File: src/rtl/spi_port_pkg.sv
package spi_port_pkg;
  typedef enum logic [1:0] {
    MS_IDLE,
    MS_SETUP,
    MS_SHIFT,
    MS_HOLD
  } mseq_state_e;

  typedef struct packed {
    logic lead;
    logic trail;
  } clk_edge_t;
endpackage

File: src/rtl/spi_port_sync.sv
module spi_port_sync #(
  parameter int W = 4,
  parameter int STAGES = 2,
  parameter logic [W-1:0] RST_VAL = '0
) (
  input  logic         clk,
  input  logic         rst_n,
  input  logic [W-1:0] d,
  output logic [W-1:0] q
);
  logic [STAGES-1:0][W-1:0] stage;

  always_ff @(posedge clk or negedge rst_n) begin
    if (!rst_n) begin
      for (int i = 0; i < STAGES; i++) stage[i] <= RST_VAL;
    end else begin
      stage[0] <= d;
      for (int i = 1; i < STAGES; i++) stage[i] <= stage[i-1];
    end
  end

  assign q = stage[STAGES-1];
endmodule

File: src/rtl/spi_port_shift.sv
module spi_port_shift #(
  parameter int BITS = 8,
  localparam int CW = $clog2(BITS)
) (
  input  logic            clk,
  input  logic            rst_n,
  input  logic            hold,
  input  logic            load,
  input  logic [BITS-1:0] load_data,
  input  logic            sample,
  input  logic            launch,
  input  logic            sin,
  output logic            dout,
  output logic [CW-1:0]   cnt,
  output logic [BITS-1:0] rx_byte,
  output logic            done
);
  localparam logic [CW-1:0] LAST = CW'(BITS - 1);

  logic [BITS-1:0] sh;

  always_ff @(posedge clk or negedge rst_n) begin
    if (!rst_n) begin
      sh      <= '0;
      cnt     <= LAST;
      dout    <= 1'b0;
      rx_byte <= '0;
      done    <= 1'b0;
    end else begin
      done <= 1'b0;
      if (hold) begin
        cnt <= LAST;
      end else if (load) begin
        sh   <= load_data;
        dout <= load_data[BITS-1];
        cnt  <= LAST;
      end else begin
        if (sample) begin
          sh <= {sh[BITS-2:0], sin};
          if (cnt == '0) begin
            cnt     <= LAST;
            rx_byte <= {sh[BITS-2:0], sin};
            done    <= 1'b1;
          end else begin
            cnt <= cnt - 1'b1;
          end
        end
        if (launch) dout <= sh[BITS-1];
      end
    end
  end


  done_single_chk: assert property (@(posedge clk) disable iff (!rst_n)
    done |=> !done);


  cnt_step_chk: assert property (@(posedge clk) disable iff (!rst_n)
    (cnt != $past(cnt)) |-> (cnt == LAST || cnt == CW'($past(cnt) - 1'b1)));
endmodule

File: src/rtl/spi_port_mseq.sv
module spi_port_mseq
  import spi_port_pkg::*;
#(
  parameter int BITS = 8,
  parameter int DIV = 4
) (
  input  logic      clk,
  input  logic      rst_n,
  input  logic      en,
  input  logic      start,
  output logic      load,
  output logic      sel_n,
  output logic      tog,
  output clk_edge_t edge_o
);
  localparam int PERIOD = 2 * DIV;
  localparam int TW = $clog2(PERIOD);
  localparam int EW = $clog2(2 * BITS);
  localparam logic [EW-1:0] LAST_EDGE = EW'(2 * BITS - 1);

  mseq_state_e   state;
  logic [TW-1:0] timer;
  logic [EW-1:0] ecnt;
  logic          strobe;

  assign strobe       = (state == MS_SETUP || state == MS_SHIFT) && timer == '0;
  assign edge_o.lead  = strobe & ~tog;
  assign edge_o.trail = strobe & tog;
  assign load         = en && start && state == MS_IDLE;
  assign sel_n        = (state == MS_IDLE);

  always_ff @(posedge clk or negedge rst_n) begin
    if (!rst_n) begin
      state <= MS_IDLE;
      timer <= '0;
      ecnt  <= '0;
      tog   <= 1'b0;
    end else if (!en) begin
      state <= MS_IDLE;
      tog   <= 1'b0;
    end else begin
      case (state)
        MS_IDLE: begin
          if (load) begin
            state <= MS_SETUP;
            timer <= TW'(PERIOD - 1);
            ecnt  <= '0;
            tog   <= 1'b0;
          end
        end
        MS_SETUP, MS_SHIFT: begin
          if (timer != '0) begin
            timer <= timer - 1'b1;
          end else begin
            tog <= ~tog;
            if (ecnt == LAST_EDGE) begin
              state <= MS_HOLD;
              timer <= TW'(PERIOD - 1);
            end else begin
              state <= MS_SHIFT;
              ecnt  <= ecnt + 1'b1;
              timer <= TW'(DIV - 1);
            end
          end
        end
        default: begin
          if (timer != '0) timer <= timer - 1'b1;
          else state <= MS_IDLE;
        end
      endcase
    end
  end


  idle_clk_chk: assert property (@(posedge clk) disable iff (!rst_n)
    sel_n |-> !tog);
endmodule

File: src/rtl/spi_port.sv
module spi_port
  import spi_port_pkg::*;
#(
  parameter int BITS = 8,
  parameter int DIV = 4,
  parameter int SYNC_STAGES = 2,
  localparam int CW = $clog2(BITS)
) (
  input  logic            clk,
  input  logic            rst_n,
  input  logic            cfg_spi_en,
  input  logic            cfg_master,
  input  logic            cfg_cpol,
  input  logic            cfg_cpha,
  input  logic [BITS-1:0] tx_data,
  input  logic            tx_valid,
  output logic            tx_ready,
  output logic [BITS-1:0] rx_data,
  output logic            rx_valid,
  output logic [CW-1:0]   bit_count,
  input  logic            sck_in,
  output logic            sck_out,
  output logic            sck_oe,
  input  logic            sel_in,
  output logic            sel_out,
  output logic            sel_oe,
  input  logic            txd_in,
  output logic            txd_out,
  output logic            txd_oe,
  input  logic            rxd_in,
  output logic            rxd_out,
  output logic            rxd_oe
);
  logic [3:0] pins_s;
  logic       sck_s, sel_s, txd_s, rxd_s, sck_q, act_q;
  logic       cpol_e, cpha_e, slave, swap, slv_active, slv_start;
  logic       s_rise, s_fall;
  clk_edge_t  s_edge, m_edge, edge_sel;
  logic       m_load, m_sel_n, m_tog;
  logic       sample, launch, hold, load, sin, dout, done;
  logic [BITS-1:0] txbuf;
  logic            txfull;

  spi_port_sync #(.W(4), .STAGES(SYNC_STAGES), .RST_VAL(4'b0100)) u_sync (
    .clk(clk), .rst_n(rst_n),
    .d({sck_in, sel_in, txd_in, rxd_in}),
    .q(pins_s)
  );
  assign {sck_s, sel_s, txd_s, rxd_s} = pins_s;

  always_ff @(posedge clk or negedge rst_n) begin
    if (!rst_n) begin
      sck_q <= 1'b0;
      act_q <= 1'b0;
    end else begin
      sck_q <= sck_s;
      act_q <= slave & slv_active;
    end
  end

  assign cpol_e     = cfg_spi_en & cfg_cpol;
  assign cpha_e     = cfg_spi_en & cfg_cpha;
  assign slave      = ~cfg_master;
  assign swap       = slave & cfg_spi_en;
  assign slv_active = cfg_spi_en ? ~sel_s : 1'b1;
  assign slv_start  = slave & slv_active & ~act_q;

  assign s_rise       = sck_s & ~sck_q;
  assign s_fall       = ~sck_s & sck_q;
  assign s_edge.lead  = slv_active & (cpol_e ? s_fall : s_rise);
  assign s_edge.trail = slv_active & (cpol_e ? s_rise : s_fall);

  spi_port_mseq #(.BITS(BITS), .DIV(DIV)) u_mseq (
    .clk(clk), .rst_n(rst_n),
    .en(cfg_master), .start(txfull),
    .load(m_load), .sel_n(m_sel_n), .tog(m_tog), .edge_o(m_edge)
  );

  assign edge_sel = cfg_master ? m_edge : s_edge;
  assign sample   = cpha_e ? edge_sel.trail : edge_sel.lead;
  assign launch   = cpha_e ? edge_sel.lead : edge_sel.trail;
  assign hold     = slave & ~slv_active;
  assign load     = cfg_master ? m_load : (slv_start | (slave & slv_active & done));
  assign sin      = cfg_master ? rxd_in : (swap ? txd_s : rxd_s);

  always_ff @(posedge clk or negedge rst_n) begin
    if (!rst_n) begin
      txbuf  <= '0;
      txfull <= 1'b0;
    end else begin
      if (load) txfull <= 1'b0;
      if (tx_valid && !txfull) begin
        txbuf  <= tx_data;
        txfull <= 1'b1;
      end
    end
  end

  spi_port_shift #(.BITS(BITS)) u_shift (
    .clk(clk), .rst_n(rst_n),
    .hold(hold), .load(load), .load_data(txfull ? txbuf : '0),
    .sample(sample), .launch(launch), .sin(sin),
    .dout(dout), .cnt(bit_count), .rx_byte(rx_data), .done(done)
  );

  assign tx_ready = ~txfull;
  assign rx_valid = done;
  assign sck_out  = cpol_e ^ m_tog;
  assign sck_oe   = cfg_master;
  assign sel_out  = m_sel_n;
  assign sel_oe   = cfg_master & cfg_spi_en;
  assign txd_out  = dout;
  assign txd_oe   = ~swap;
  assign rxd_out  = dout;
  assign rxd_oe   = swap & slv_active;


  hold_count_chk: assert property (@(posedge clk) disable iff (!rst_n)
    (slave && cfg_spi_en && sel_s) |=> (bit_count == CW'(BITS - 1)));


  accept_block_chk: assert property (@(posedge clk) disable iff (!rst_n)
    (tx_valid && tx_ready) |=> !tx_ready);


  one_driver_chk: assert property (@(posedge clk) disable iff (!rst_n)
    !(rxd_oe && txd_oe));


  idle_level_chk: assert property (@(posedge clk) disable iff (!rst_n)
    (cfg_master && sel_out) |-> (sck_out == cpol_e));
endmodule

File: config.mk
export PLATFORM = sky130hd
export DESIGN_NAME = spi_port
export DESIGN_NICKNAME = d
export VERILOG_FILES = /design/src/rtl/spi_port_pkg.sv /design/src/rtl/spi_port_sync.sv /design/src/rtl/spi_port_shift.sv /design/src/rtl/spi_port_mseq.sv /design/src/rtl/spi_port.sv
export SDC_FILE = /design/constraint.sdc
export NUM_CORES = 1
export LEC_CHECK = 0
export CAP_MARGIN = 10
export CORE_MARGIN = 2
export CORE_UTILIZATION = 50
export DETAILED_ROUTE_END_ITERATION = 16
export GPL_TIMING_DRIVEN = 0
export PLACE_DENSITY = 0.84
export SYNTH_ARGS = -nofsm -noshare
export SYNTH_HDL_FRONTEND = slang
export SYNTH_SLANG_ARGS = --single-unit
File: constraint.sdc
create_clock -name clk -period 5.6 [get_ports clk]
set_clock_uncertainty 0.1 [all_clocks]
set_input_delay 1.12 -clock clk [delete_from_list [all_inputs] [get_ports clk]]
set_output_delay 1.12 -clock clk [all_outputs]
set_load 0.02 [all_outputs]
Word-level counts from Yosys, hierarchy flattened
Index checks and enable logic that the tools add are counted.
{ "classes": {"eq_ne": 10, "bitwise_logic": 28, "muxes": 43, "n_addsub": 3, "reduce_logical": 24} }
{ "op_table": {"columns": ["op", "n"], "rows": [
  ["$mux 3", 8],
  ["$mux 8", 3],
  ["$mux 1", 20],
  ["$and 1x1->1", 15],
  ["$mux 4", 3],
  ["$not 1->1", 11],
  ["$mux 2", 5],
  ["$reduce_and 3->1", 3],
  ["$reduce_bool 3->1", 3],
  ["$pmux 4 s2", 1],
  ["$reduce_bool 2->1", 4],
  ["$logic_not 3->1", 2],
  ["$ne 3x3->1 const B", 2],
  ["$pmux 3 s2", 1],
  ["$sub 3x1->3 const B", 2],
  ["$reduce_and 5->1", 1],
  ["$add 4x1->4 const B", 1],
  ["$eq 4x4->1 const B", 1],
  ["$logic_and 1x1->1", 4],
  ["$ne 2x2->1 const B", 2],
  ["$pmux 2 s2", 1],
  ["$reduce_and 2->1", 2],
  ["$reduce_and 4->1", 1],
  ["$ne 3x1->1 const B", 1],
  ["11 further kinds", 11]
]} }
{ "totals": {"word_cells": 123, "ff_bits": 50, "out_inout_bits": 21} }

Longest topological paths before layout
{ "logic_depth": {"word_depth": 9, "ltp_mapped": 9, "depth_no_buf": 7} }

Cells and area by module
Synthesis repeated with hierarchy kept, for this count alone.
{ "hier_totals": {"cells_unflattened": 260, "hier_area_um2": 2723.9} }
{ "modules_own_cells": {"columns": ["mod", "cells_each", "seq_area_each_um2", "instances", "area_per_inst_um2"], "rows": [
  ["spi_port_shift", 91, 529.3, 1, 1018.5],
  ["spi_port", 71, 275.3, 1, 752.0],
  ["spi_port_mseq", 86, 250.2, 1, 720.7],
  ["spi_port_sync", 12, 202.7, 1, 232.7]
]} }

Worst setup path after synthesis
OpenSTA, ideal clock, no wires.
{ "synth_timing": {"path_type": "input-to-output", "start": "input cfg_master", "end": "output rxd_oe", "t_required_ns": 4.380, "t_arrival_ns": 1.947, "cell_stages": 4, "slack_ns": 2.433, "n_path_buf": 1, "cell_sequence": "buf_1 > inv_1 > nand2_1 > nor2_1"} }
{ "synth_between": {"elab_chain_cells": 3} }
{ "synth_rtl": {"columns": ["element", "line_no", "rtl"], "rows": [
  ["start, declared", "spi_port.sv:12", "input logic cfg_master,"],
  ["$not 1->1", "spi_port.sv:63", "assign slave = ~cfg_master;"],
  ["$and 1x1->1", "spi_port.sv:64", "assign swap = slave & cfg_spi_en;"],
  ["$and 1x1->1", "spi_port.sv:115", "assign rxd_oe = swap & slv_active;"],
  ["end, declared", "spi_port.sv:32", "output logic rxd_oe"]
]} }
Every way passes these cells.

Worst setup path in the final report
{ "layout_timing": {"start": "input cfg_master", "end": "output txd_oe"} }
{ "layout_between": {"elab_chain_cells": 3} }
{ "layout_rtl": {"columns": ["element", "line_no", "rtl"], "rows": [
  ["$not 1->1", "spi_port.sv:63", null],
  ["$and 1x1->1", "spi_port.sv:64", null],
  ["$not 1->1", "spi_port.sv:113", "assign txd_oe = ~swap;"],
  ["end, declared", "spi_port.sv:29", "output logic txd_oe,"]
]} }
Every way passes these cells.

==> qor.txt <==
status - finished, final reports clean
Initial Utilization - 52.1%
GRT Residual Overflow - 0
vias per std cell - 5.41
DIE WIDTH - 74.1 um
VDD IR max - 0.237 mV
P_int - 0.000784 W
Fmax - 237 MHz
antenna cells - 0
Hold WC Path Type - reg -> reg
startpoint types - input port
Slowest cell on crit path - clkdlybuf4s50_1
# rows - 25
IO Pins - 40
post-layout util - 64.9%
clock-pin slew on the worst setup and hold paths - 0.09 ns
asr flop ratio synth - 100%
CP arrival - 2.99 ns
cell taking the most area after synthesis - dfrtp_1
initial drt markers - 97
Seq pwr share - 43.4%
setup violators final - 0
TritonCTS Sinks - 50
P&R area growth vs syn - 24.6%
final WL - 4810 um
most area-consuming cells after synthesis - dfrtp_1 46%, dfstp_2 5.3%, mux2_4 4.9%, mux2i_1 4.5%, mux2_2 3.7%
type of the worst setup path - in -> out
sequential fraction of the synthesis area - 51.1%
number of synthesized flops with an enable pin - 0
final hold viol count - 0
non-filler cells in the finished layout - 334
Final TNS setup - 0 ns
FF+latch count, synth - 50
port bufs - 39
full die area - 5490 um2
total power - 0.00121 W
first-pass GRT wire length - 7870 um
most frequent CP cell - clkdlybuf4s50_1
syn avg cell area - 11.2 um2
Net Sw Power - 0.000428 W
hold_buf cts - 0
number of global-route vias before repair - 1688
root buf cell - clkbuf_8
RSZ-0062 raised after global routing - no
clk_lat worst skew - 0.31 ns
part of the power in combinational logic - 34.9%
DP HPWL - 3550 um
Synth cell types - 51
H-tree depth - 2
leakage power - 1.34 nW
Core Footprint - 4720 um2
largest net degree at the start of global routing - 32
number of antenna violations at the first check in global routing - 0
FF-to-FF setup slack - 3.02 ns
Num CTS Buffers - 5
Tightest Pin Transition - 0.471 ns
Reg area - 1260 um2
top-area cell type share of the netlist area - 45.8%
Routed WL per cell - 14.4 um
PD cells - 396 nW/um2
post-CTS setup buffers - 0
Slew Viols, Final - 0
Initial DRT Pass Iterations - 4
shortest period the worst path allows - 4.21 ns
DP Cell Count - 326
Final Instance Area - 3060 um2
ys flop type - dfrtp_1
Crit path largest cell delay - 0.61 ns
Max-Cap Viols - 0
Worst Path Max Fanout - 10
Final nets - 292
CP Capture Type - output port
Yosys warning count - 0
mapped cell area - 2460 um2
Die Height - 74.1 um
switch share - 35.3%
cell area after placement - 2950 um2
footprint of the multi-input gates - 1090 um2
syn nets - 245
GPL Wtd Cong - 0.882
Residual DRC - 0
CTS tree - yes
Final ANT Viol Nets - 0
Worst slew margin - 68.6%
CP required - 4.38 ns
maximum clock path buffer count - 2
post-cts sizing count - 0
fin crit share - 75.2%
GRT Resource Usage Total - 19.0%
Post-Synthesis Cells - 219
routed vias - 1808
Fillers - 378
Clock power frac - 21.7%
crit-path cells - clkdlybuf4s50_1 -> buf_1 -> inv_1 -> nand2_1 -> clkdlybuf4s50_1
layout cells sized above 1 - 15.4%
## synthesized netlist by cell type, drive strengths merged, types with 3 or more instances
cell type / instances
and3: 3
nor2b: 3
nor3b: 4
o221ai: 3
mux2i: 11
dfrtp: 45
clkbuf: 7
dfstp: 5
ha: 7
a21oi: 9
nand3: 11
nand2b: 8
inv: 10
buf: 7
nor3: 3
o21ai: 14
nand2: 13
mux2: 17
nor2: 9
## power by group through the flow
stage | combinational, W | clock, W | sequential (W)
after floorplan | 0.000297 | 0 | 0.000518
after global placement | 0.000404 | 0 | 0.000525
after detailed placement | 0.000420 | 0 | 0.000531
after CTS | 0.000422 | 0.000268 | 0.000525
after global routing | 0.000471 | 0.000281 | 0.000538
final | 0.000424 | 0.000263 | 0.000526
## layer usage
layer	up-vias	global-route usage [%]	wire, um
li1	878	-	-
met3	7	3.39	219
met4	0	7.27	75
met1	866	27.5	2240
met2	57	28.7	2280
met5	-	0	0
## sequential cells by signal, indices dropped and copies added, names as in the netlist, 2 cells and up
register,flops
txbuf,8
u_shift.rx_byte,8
u_mseq.timer,3
u_sync.q,4
u_shift.sh,8
u_mseq.ecnt,4
u_sync.stage,4
u_shift.cnt,3
u_mseq.state,2
## worst max-delay path, delay by kind of cell
| kind | cells | cell delay, ns |
|---|---|---|
| buffers and inverters | 4 | 1.75 |
| AND/OR/NAND/NOR | 1 | 0.13 |
## cell type report
class	instances	area share (%)
Sequential cell	50	41.0
Multi-Input combinational cell	145	35.5
Timing Repair Buffer	40	13.2
Tap cell	67	2.74
Buffer	14	2.49
Clock buffer	5	2.25
Clock inverter	3	1.55
Inverter	10	1.22
## kinds of logic after synthesis
family | count (synthesis) | share of synthesized area, %
flops | 50 | 51.1
fa+ha+maj | 7 | 3.56
mux | 28 | 13.5
buf+inv | 24 | 4.63
compound gates | 44 | 11.9
simple gates | 64 | 14.6
xor+xnor | 2 | 0.713
## per-stage QoR
step                setup WS, ns  hold slack [ns]
floorplan                   2.43            0.231
CTS                         1.40            0.260
detailed placement          1.41            0.238
global placement            1.42            0.233
global route                1.28            0.268
finish                      1.39            0.257
## final timing paths
| path | from | end | cells after the start |
|---|---|---|---|
| max in group asynchronous | rst_n | u_sync.q[2]$_DFF_PN1_ | 2 |
| min in group asynchronous | rst_n | u_mseq.timer[2]$_DFFE_PN0P_ | 1 |
| setup reg to reg | u_mseq.state[0]$_DFFE_PN0P_ | u_shift.rx_byte[2]$_DFFE_PN0P_ | 9 |
| hold / removal | u_sync.stage[1]$_DFF_PN0_ | u_sync.q[1]$_DFF_PN0_ | 0 |
| setup / recovery | cfg_master | txd_oe | 5 |
| hold reg to reg | u_sync.stage[1]$_DFF_PN0_ | u_sync.q[1]$_DFF_PN0_ | 0 |
## cell usage in the layout, fill, tap and decap left out, types with 2 or more instances in the layout
| cell | count |
|---|---|
| o211ai_1 | 2 |
| nor2_1 | 9 |
| clkbuf_1 | 7 |
| mux2i_1 | 11 |
| nor4bb_1 | 2 |
| clkdlybuf4s50_1 | 38 |
| and3_1 | 3 |
| inv_6 | 2 |
| o21ai_0 | 14 |
| a21oi_1 | 9 |
| xnor2_1 | 2 |
| dfrtp_1 | 45 |
| a32o_1 | 2 |
| nand2b_1 | 7 |
| inv_1 | 10 |
| o221ai_1 | 3 |
| nor3_1 | 3 |
| a31oi_1 | 2 |
| mux2_2 | 8 |
| nand2_1 | 12 |
| nand3_1 | 11 |
| mux2_4 | 8 |
| nor3b_1 | 4 |
| buf_4 | 4 |
| dfstp_2 | 5 |
| buf_2 | 2 |
| ha_1 | 7 |
| nor2b_1 | 3 |
| clkbuf_8 | 5 |
Note: power is estimated with default switching activity, not from simulation.
